===== src/rtl/xlat_trk_pkg.sv =====
package xlat_trk_pkg;

   // access tag carried by allocation and by every report
   typedef enum logic {
      ACC_READ  = 1'b0,
      ACC_WRITE = 1'b1
   } acc_tag_e;

   localparam int unsigned PART_LO   = 0;
   localparam int unsigned PART_HI   = 1;
   localparam int unsigned NUM_PARTS = 2;

endpackage


===== src/rtl/xlat_part_slot.sv =====
// Per-part storage: fault code and attribute flags of one translation part.
module xlat_part_slot #(
   parameter int unsigned FAULT_W = 4,
   parameter int unsigned FLAG_W  = 8
) (
   input  logic               clk,
   input  logic               rst_n,
   input  logic               clr_all_i,
   input  logic               clr_fault_i,
   input  logic               wr_i,
   input  logic [FAULT_W-1:0] fault_i,
   input  logic [FLAG_W-1:0]  flags_i,
   output logic [FAULT_W-1:0] fault_q_o,
   output logic [FAULT_W-1:0] fault_nxt_o,
   output logic [FLAG_W-1:0]  flags_nxt_o
);

   logic [FAULT_W-1:0] fault_q;
   logic [FLAG_W-1:0]  flags_q;

   always_comb begin
      fault_nxt_o = fault_q;
      flags_nxt_o = flags_q;
      if (wr_i) begin
         fault_nxt_o = fault_i;
         flags_nxt_o = flags_i;
      end
      if (clr_fault_i) fault_nxt_o = '0;
      if (clr_all_i) begin
         fault_nxt_o = '0;
         flags_nxt_o = '0;
      end
   end

   always_ff @(posedge clk or negedge rst_n) begin
      if (!rst_n) begin
         fault_q <= '0;
         flags_q <= '0;
      end else begin
         fault_q <= fault_nxt_o;
         flags_q <= flags_nxt_o;
      end
   end

   assign fault_q_o = fault_q;

endmodule


===== src/rtl/xlat_fault_pick.sv =====
// Fixed-priority choice of the fault to report.
module xlat_fault_pick #(
   parameter int unsigned FAULT_W = 4
) (
   input  logic               split_i,
   input  logic [FAULT_W-1:0] lo_fault_i,
   input  logic [FAULT_W-1:0] hi_fault_i,
   output logic [FAULT_W-1:0] fault_o
);

   always_comb begin
      if (!split_i)               fault_o = lo_fault_i;
      else if (lo_fault_i != '0)  fault_o = lo_fault_i;
      else                        fault_o = hi_fault_i;
   end

endmodule


===== src/rtl/xlat_result_merge.sv =====
// Next value of the merged address and flags at completion.
module xlat_result_merge #(
   parameter int unsigned FAULT_W = 4,
   parameter int unsigned PADDR_W = 32,
   parameter int unsigned FLAG_W  = 8
) (
   input  logic               split_i,
   input  logic [FAULT_W-1:0] lo_fault_nxt_i,
   input  logic [PADDR_W-1:0] lo_paddr_nxt_i,
   input  logic [FLAG_W-1:0]  lo_flags_nxt_i,
   input  logic [FLAG_W-1:0]  hi_flags_nxt_i,
   input  logic [PADDR_W-1:0] rpt_paddr_i,
   input  logic [FLAG_W-1:0]  rpt_flags_i,
   input  logic [PADDR_W-1:0] main_paddr_i,
   input  logic [FLAG_W-1:0]  main_flags_i,
   output logic [PADDR_W-1:0] paddr_o,
   output logic [FLAG_W-1:0]  flags_o
);

   always_comb begin
      if (split_i) begin
         paddr_o = (lo_fault_nxt_i == '0) ? lo_paddr_nxt_i : main_paddr_i;
         flags_o = main_flags_i | lo_flags_nxt_i | hi_flags_nxt_i;
      end else begin
         paddr_o = rpt_paddr_i;
         flags_o = main_flags_i | rpt_flags_i;
      end
   end

endmodule


===== src/rtl/xlat_split_tracker.sv =====
// Tracks one possibly page-crossing access through translation.
module xlat_split_tracker
   import xlat_trk_pkg::*;
#(
   parameter int unsigned FAULT_W = 4,
   parameter int unsigned PADDR_W = 32,
   parameter int unsigned FLAG_W  = 8,
   parameter int unsigned UC_BIT  = 0,
   parameter int unsigned PF_BIT  = 1
) (
   input  logic               clk,
   input  logic               rst_n,
   input  logic               alloc_i,
   input  logic               alloc_split_i,
   input  logic               alloc_mode_i,
   input  logic               cpl_valid_i,
   input  logic               cpl_part_i,
   input  logic               cpl_mode_i,
   input  logic [FAULT_W-1:0] cpl_fault_i,
   input  logic [PADDR_W-1:0] cpl_paddr_i,
   input  logic [FLAG_W-1:0]  cpl_flags_i,
   input  logic               delay_i,
   input  logic               clear_faults_i,
   output logic               busy_o,
   output logic               done_o,
   output logic               split_o,
   output logic               delayed_o,
   output logic [FAULT_W-1:0] fault_o,
   output logic [PADDR_W-1:0] paddr_o,
   output logic [FLAG_W-1:0]  flags_o,
   output logic               uncacheable_o,
   output logic               prefetch_o,
   output logic               mode_err_o,
   output logic               over_err_o
);

   localparam int unsigned CNT_W = $clog2(NUM_PARTS + 1);

   // elaboration-time parameter checks
   if (FAULT_W < 1) begin : g_bad_fault_w
      $error("FAULT_W must be at least 1");
   end
   if (UC_BIT >= FLAG_W || PF_BIT >= FLAG_W) begin : g_bad_flag_bit
      $error("flag bit positions must lie inside FLAG_W");
   end
   if (UC_BIT == PF_BIT) begin : g_same_flag_bit
      $error("uncacheable and prefetch bits must differ");
   end

   logic [CNT_W-1:0]   cnt_q;
   logic               split_q;
   acc_tag_e           mode_q;
   logic               delay_q;
   logic               done_q;
   logic               mode_err_q;
   logic               over_err_q;
   logic [PADDR_W-1:0] main_paddr_q;
   logic [FLAG_W-1:0]  main_flags_q;
   logic [PADDR_W-1:0] lo_paddr_q;

   logic               busy;
   logic               alloc_ok;
   logic               rpt_ok;
   logic               finish;

   logic [FAULT_W-1:0] slot_fault_q   [NUM_PARTS];
   logic [FAULT_W-1:0] slot_fault_nxt [NUM_PARTS];
   logic [FLAG_W-1:0]  slot_flags_nxt [NUM_PARTS];
   logic [PADDR_W-1:0] lo_paddr_nxt;
   logic [PADDR_W-1:0] merged_paddr;
   logic [FLAG_W-1:0]  merged_flags;

   assign busy     = (cnt_q != '0);
   assign alloc_ok = alloc_i && !busy;
   assign rpt_ok   = cpl_valid_i && busy && (cpl_mode_i == mode_q);
   assign finish   = rpt_ok && (cnt_q == CNT_W'(1));

   // one slot per translation part
   for (genvar p = 0; p < NUM_PARTS; p++) begin : g_slot
      logic wr;
      assign wr = rpt_ok && (cpl_part_i == 1'(p));
      xlat_part_slot #(
         .FAULT_W (FAULT_W),
         .FLAG_W  (FLAG_W)
      ) u_slot (
         .clk         (clk),
         .rst_n       (rst_n),
         .clr_all_i   (alloc_ok),
         .clr_fault_i (clear_faults_i),
         .wr_i        (wr),
         .fault_i     (cpl_fault_i),
         .flags_i     (cpl_flags_i),
         .fault_q_o   (slot_fault_q[p]),
         .fault_nxt_o (slot_fault_nxt[p]),
         .flags_nxt_o (slot_flags_nxt[p])
      );
   end

   // only the low part's address is ever copied to the result
   assign lo_paddr_nxt = alloc_ok ? '0 :
                         (rpt_ok && cpl_part_i == 1'(PART_LO)) ? cpl_paddr_i : lo_paddr_q;

   xlat_result_merge #(
      .FAULT_W (FAULT_W),
      .PADDR_W (PADDR_W),
      .FLAG_W  (FLAG_W)
   ) u_merge (
      .split_i        (split_q),
      .lo_fault_nxt_i (slot_fault_nxt[PART_LO]),
      .lo_paddr_nxt_i (lo_paddr_nxt),
      .lo_flags_nxt_i (slot_flags_nxt[PART_LO]),
      .hi_flags_nxt_i (slot_flags_nxt[PART_HI]),
      .rpt_paddr_i    (cpl_paddr_i),
      .rpt_flags_i    (cpl_flags_i),
      .main_paddr_i   (main_paddr_q),
      .main_flags_i   (main_flags_q),
      .paddr_o        (merged_paddr),
      .flags_o        (merged_flags)
   );

   xlat_fault_pick #(
      .FAULT_W (FAULT_W)
   ) u_pick (
      .split_i    (split_q),
      .lo_fault_i (slot_fault_q[PART_LO]),
      .hi_fault_i (slot_fault_q[PART_HI]),
      .fault_o    (fault_o)
   );

   always_ff @(posedge clk or negedge rst_n) begin
      if (!rst_n) begin
         cnt_q        <= '0;
         split_q      <= 1'b0;
         mode_q       <= ACC_READ;
         delay_q      <= 1'b0;
         done_q       <= 1'b0;
         mode_err_q   <= 1'b0;
         over_err_q   <= 1'b0;
         main_paddr_q <= '0;
         main_flags_q <= '0;
         lo_paddr_q   <= '0;
      end else begin
         done_q     <= finish;
         over_err_q <= cpl_valid_i && !busy;
         mode_err_q <= cpl_valid_i && busy && (cpl_mode_i != mode_q);
         lo_paddr_q <= lo_paddr_nxt;
         if (alloc_ok) begin
            cnt_q        <= alloc_split_i ? CNT_W'(2) : CNT_W'(1);
            split_q      <= alloc_split_i;
            mode_q       <= acc_tag_e'(alloc_mode_i);
            delay_q      <= 1'b0;
            main_paddr_q <= '0;
            main_flags_q <= '0;
         end else begin
            if (rpt_ok) cnt_q <= cnt_q - CNT_W'(1);
            if (delay_i) delay_q <= 1'b1;
            if (finish) begin
               main_paddr_q <= merged_paddr;
               main_flags_q <= merged_flags;
            end
         end
      end
   end

   assign busy_o        = busy;
   assign done_o        = done_q;
   assign split_o       = split_q;
   assign delayed_o     = delay_q;
   assign paddr_o       = main_paddr_q;
   assign flags_o       = main_flags_q;
   assign uncacheable_o = main_flags_q[UC_BIT];
   assign prefetch_o    = main_flags_q[PF_BIT];
   assign mode_err_o    = mode_err_q;
   assign over_err_o    = over_err_q;

endmodule


===== config.mk =====
export PLATFORM = sky130hd
export DESIGN_NAME = xlat_split_tracker
export DESIGN_NICKNAME = d
export VERILOG_FILES = /design/src/rtl/xlat_trk_pkg.sv /design/src/rtl/xlat_part_slot.sv /design/src/rtl/xlat_fault_pick.sv /design/src/rtl/xlat_result_merge.sv /design/src/rtl/xlat_split_tracker.sv
export SDC_FILE = /design/constraint.sdc
export NUM_CORES = 1
export LEC_CHECK = 0
export BUFFER_PORTS_ARGS = -buffer_cell sky130_fd_sc_hd__buf_2
export CORE_MARGIN = 4
export CORE_UTILIZATION = 25
export CTS_BUF_LIST = sky130_fd_sc_hd__clkbuf_4 sky130_fd_sc_hd__clkbuf_8
export CTS_CLUSTER_DIAMETER = 100
export DETAILED_ROUTE_END_ITERATION = 10
export PLACE_DENSITY_LB_ADDON = 0.3
export SETUP_SLACK_MARGIN = 0.02
export SLEW_MARGIN = 20
export SYNTH_ARGS = -nofsm -noshare
export SYNTH_HDL_FRONTEND = slang
export SYNTH_SLANG_ARGS = --single-unit

===== constraint.sdc =====
create_clock -name clk -period 5 [get_ports clk]
set_input_delay 0.5 -clock clk [delete_from_list [all_inputs] [get_ports clk]]
set_output_delay 0.5 -clock clk [all_outputs]
set_load 0.005 [all_outputs]

==> key figures <==
Final layout
  • Post-Layout Cell Count: 887
  • Nets@finish: 674
  • Syn-to-layout area delta: 18.4%
  • Layout cell share with drive strength beyond 1: 28.1%
  • Util after Layout: 30.4%
  • ANT cells: 0
  • Fill count: 2,074
  • Multi-input logic area: 2250 µm²
  • Register area: 2600 µm²

Timing
  • Clock skew: 0.0143 ns
  • Slew Limit Headroom: 34.4%
  • Fin. max-slew vios: 0
  • Final hold vios: 0
  • Final setup fails: 0
  • Slew @ Worst Pin: 0.981 ns
  • Final min period: 3.38 ns
  • Hold slack: 0.163 ns
  • Fmax: 0.296 GHz
  • Part of the cycle the worst path needs: 67.5%
  • RSZ-0062 raised after global routing: no
  • Final setup TNS: 0 ns

Place
  • Placer congestion estimate: 0.692
  • Port Buffers: 105
  • Placed insts: 872
  • HPWL Detailed: 8.63 mm

Clock tree
  • CTS tree: done
  • Reg clk slew, reported paths: 0.11 ns
  • # H-tree levels: 3
  • Root Buffer: clkbuf_8
  • Clock tree buffer depth: 2
  • Number of buffers created by CTS: 9
  • Worst-Skew Late Latency: 0.38 ns
  • Hold-fix buffers, CTS: 0
  • CTS resizes: 0
  • Postcts setup bufs: 0
  • CTS Sinks: 104

Drt
  • First DRT Iteration DRCs: 184
  • Via count: 4,001
  • Drt wl/cell: 15.4 µm
  • Routed Wire Length: 13.7 mm
  • Antenna-violating nets left: 0
  • Pre-antenna DRT Iters: 4
  • Vias per cell: 4.51
  • DRC viols: 0

Worst setup path
  • Worst Setup End Kind: flop
  • Worst setup SP type: flop
  • Arrival time worst endpoint: 3.64 ns
  • Reg2Reg Launch Point: cnt_q[0]
  • Reg2Reg Setup Slack: 1.62 ns
  • Crit-path max FO: 21
  • Register-to-Register Path Depth: 7
  • Cells along the critical path: inv_1, ha_1, nor3b_1, nand3_1, a41oi_4, buf_4, mux2_2
  • Worst Setup SP: cnt_q[0]
  • Slowest-stage cell, CP: a41oi_4
  • R2R Path End: paddr_o[2]
  • Worst path max stage delay: 0.88 ns
  • Required time worst endpoint: 5.26 ns
  • Critical path class: reg -> reg

Die
  • Starting Density: 25.7%
  • Core box area: 19,700 µm²
  • Die Y: 150 µm
  • Die area: 22,600 µm²
  • IO Pins: 106
  • Core Rows: 51
  • Chip width: 150 µm

Synthesis
  • Synth Cell Area: 5060 µm²
  • Mean Syn Cell Area: 9.52 µm²
  • Ys Warns: 0
  • Synthesized flop and latch total: 104
  • Cell variety after synth: 40
  • Cells after Synth: 532
  • Syn nets: 588
  • Sequential share of the synthesized area: 51.4%

Outcome
  • Outcome: finished, final reports clean

Global routing
  • Largest net degree at the start of global routing: 55
  • First-pass GRT wire length: 22.1 mm
  • GRT Util Overall: 12.5%
  • Grt total ovfl: 0
  • Number of global-route vias before repair: 4,038
  • Initial antenna violation count: 0

Flow run
  • Max Cap Viol: 0

Worst hold path
  • HP Class: in -> async

Pwr
  • PD cells: 564 nW/µm²
  • Leakage power: 2.86 nW
  • Maximum VDD drop: 0.225 mV
## flip-flops by register name, summed over array words and instances, names as in the netlist
register	flops
split_o	1
flags_o	8
g_slot.u_slot.fault_q_o	8
g_slot.u_slot.flags_q	16
delayed_o	1
paddr_o	32
mode_err_o	1
over_err_o	1
lo_paddr_q	32
mode_q	1
done_o	1
cnt_q	2
## power by group
group	switching [W]	total (W)	internal, W	leakage (nW)
registers	0.000214	0.00142	0.00120	1.35
clock network	0.000304	0.000547	0.000243	0.0985
logic	0.000756	0.00142	0.000662	1.42
total	0.00127	0.00338	0.00211	2.86
## metal layers
layer | vias up | track usage, % | wire length (µm)
li1 | 1958 | - | -
met1 | 1941 | 17.3 | 6620
met2 | 90 | 19.7 | 6280
met3 | 12 | 2.20 | 586
met4 | 0 | 4.21 | 193
met5 | - | 0 | 0
## through the flow
step | setup slack [ns] | total power [W] | area [µm²]
6_report | 1.62 | 0.00338 | 5990
3_5_place_dp | 1.63 | 0.00289 | 5800
4_1_cts | 1.60 | 0.00345 | 5990
5_1_grt | 1.45 | 0.00369 | 5990
3_3_place_gp | 1.79 | 0.00286 | 5800
2_1_floorplan | 2.88 | 0.00243 | 5060
## synth_stat cells
cell type / count / share of area (%)
inv_1: 11 / 0.82
dfrtp_1: 104 / 51
o32ai_1: 8 / 1.4
clkbuf_1: 20 / 1.5
buf_2: 5 / 0.49
o31ai_1: 1 / 0.15
xor2_1: 1 / 0.17
mux2_2: 31 / 6.9
nor3b_1: 1 / 0.15
xnor2_2: 1 / 0.32
a31oi_1: 1 / 0.12
buf_4: 2 / 0.30
a41oi_2: 1 / 0.32
a21boi_0: 1 / 0.15
o311ai_0: 8 / 1.4
ha_1: 2 / 0.49
buf_6: 3 / 0.67
nand3_1: 3 / 0.30
or2_2: 8 / 0.99
nor3_2: 1 / 0.20
a221oi_1: 8 / 1.4
nand2_1: 182 / 13
o21ai_0: 3 / 0.30
nor2b_1: 1 / 0.12
nand2b_1: 2 / 0.25
a31o_2: 1 / 0.17
a21oi_2: 1 / 0.17
and2_1: 3 / 0.37
nor4_1: 2 / 0.25
and3_2: 1 / 0.15
a21oi_1: 56 / 5.5
clkinv_1: 1 / 0.074
nor2_1: 13 / 0.96
a21o_1: 4 / 0.59
buf_8: 3 / 0.89
mux2_4: 1 / 0.30
and3_1: 1 / 0.12
xnor2_1: 1 / 0.17
mux2i_1: 32 / 6.3
buf_1: 3 / 0.22
## worst max-delay path: cells and delay by family, from the launching register on
family / cells / cell delay [ns]
AND/OR/NAND/NOR: 2 / 0.93
multiplexers: 1 / 0.35
buffers and inverters: 2 / 0.42
flip-flops: 1 / 0.40
adder cells (fa/ha/maj): 1 / 0.27
AO/OA/AOI/OAI: 1 / 0.88
## layout by cell type, fill, tap and decap left out, drive strengths merged, types with 2 or more instances in the layout
cell type,synthesis,final
nand2,182,182
buf,16,111
dfrtp,104,104
a21oi,57,57
mux2i,32,32
mux2,32,32
nor2,13,13
inv,11,12
clkbuf,20,10
or2,8,8
o311ai,8,8
o32ai,8,8
a221oi,8,8
a21o,4,4
nand3,3,3
o21ai,3,3
and2,3,3
clkinv,1,3
nand2b,2,2
nor4,2,2
ha,2,2
xnor2,2,2
and3,2,2
## worst max-delay path by stage
stage,endpoint,slack (ns),cells after the start
floorplan,paddr_o[0],2.88,7
global placement,paddr_o[23],1.79,7
detailed placement,paddr_o[6],1.63,7
CTS,paddr_o[2],1.60,7
global route,paddr_o[11],1.45,7
finish,paddr_o[2],1.62,7
## area by class of cell
class / count / area share [%]
clock buffer: 10 / 2.30
clock inverter: 5 / 0.939
multi-input combinational: 380 / 37.5
inverter: 12 / 0.751
tap: 265 / 5.53
timing repair buffer: 111 / 9.56
sequential: 104 / 43.4
## cells by family (layout without fill, tap and decap cells)
kind of cell,count (synthesis),in the layout,synth area share (%)
mux,64,64,13.5
buf+inv,48,138,4.94
compound gates,93,93,11.7
flops,104,104,51.4
fa+ha+maj,2,2,0.494
xor+xnor,3,3,0.667
simple gates,218,218,17.3
Note: power is estimated with default switching activity, not from simulation.
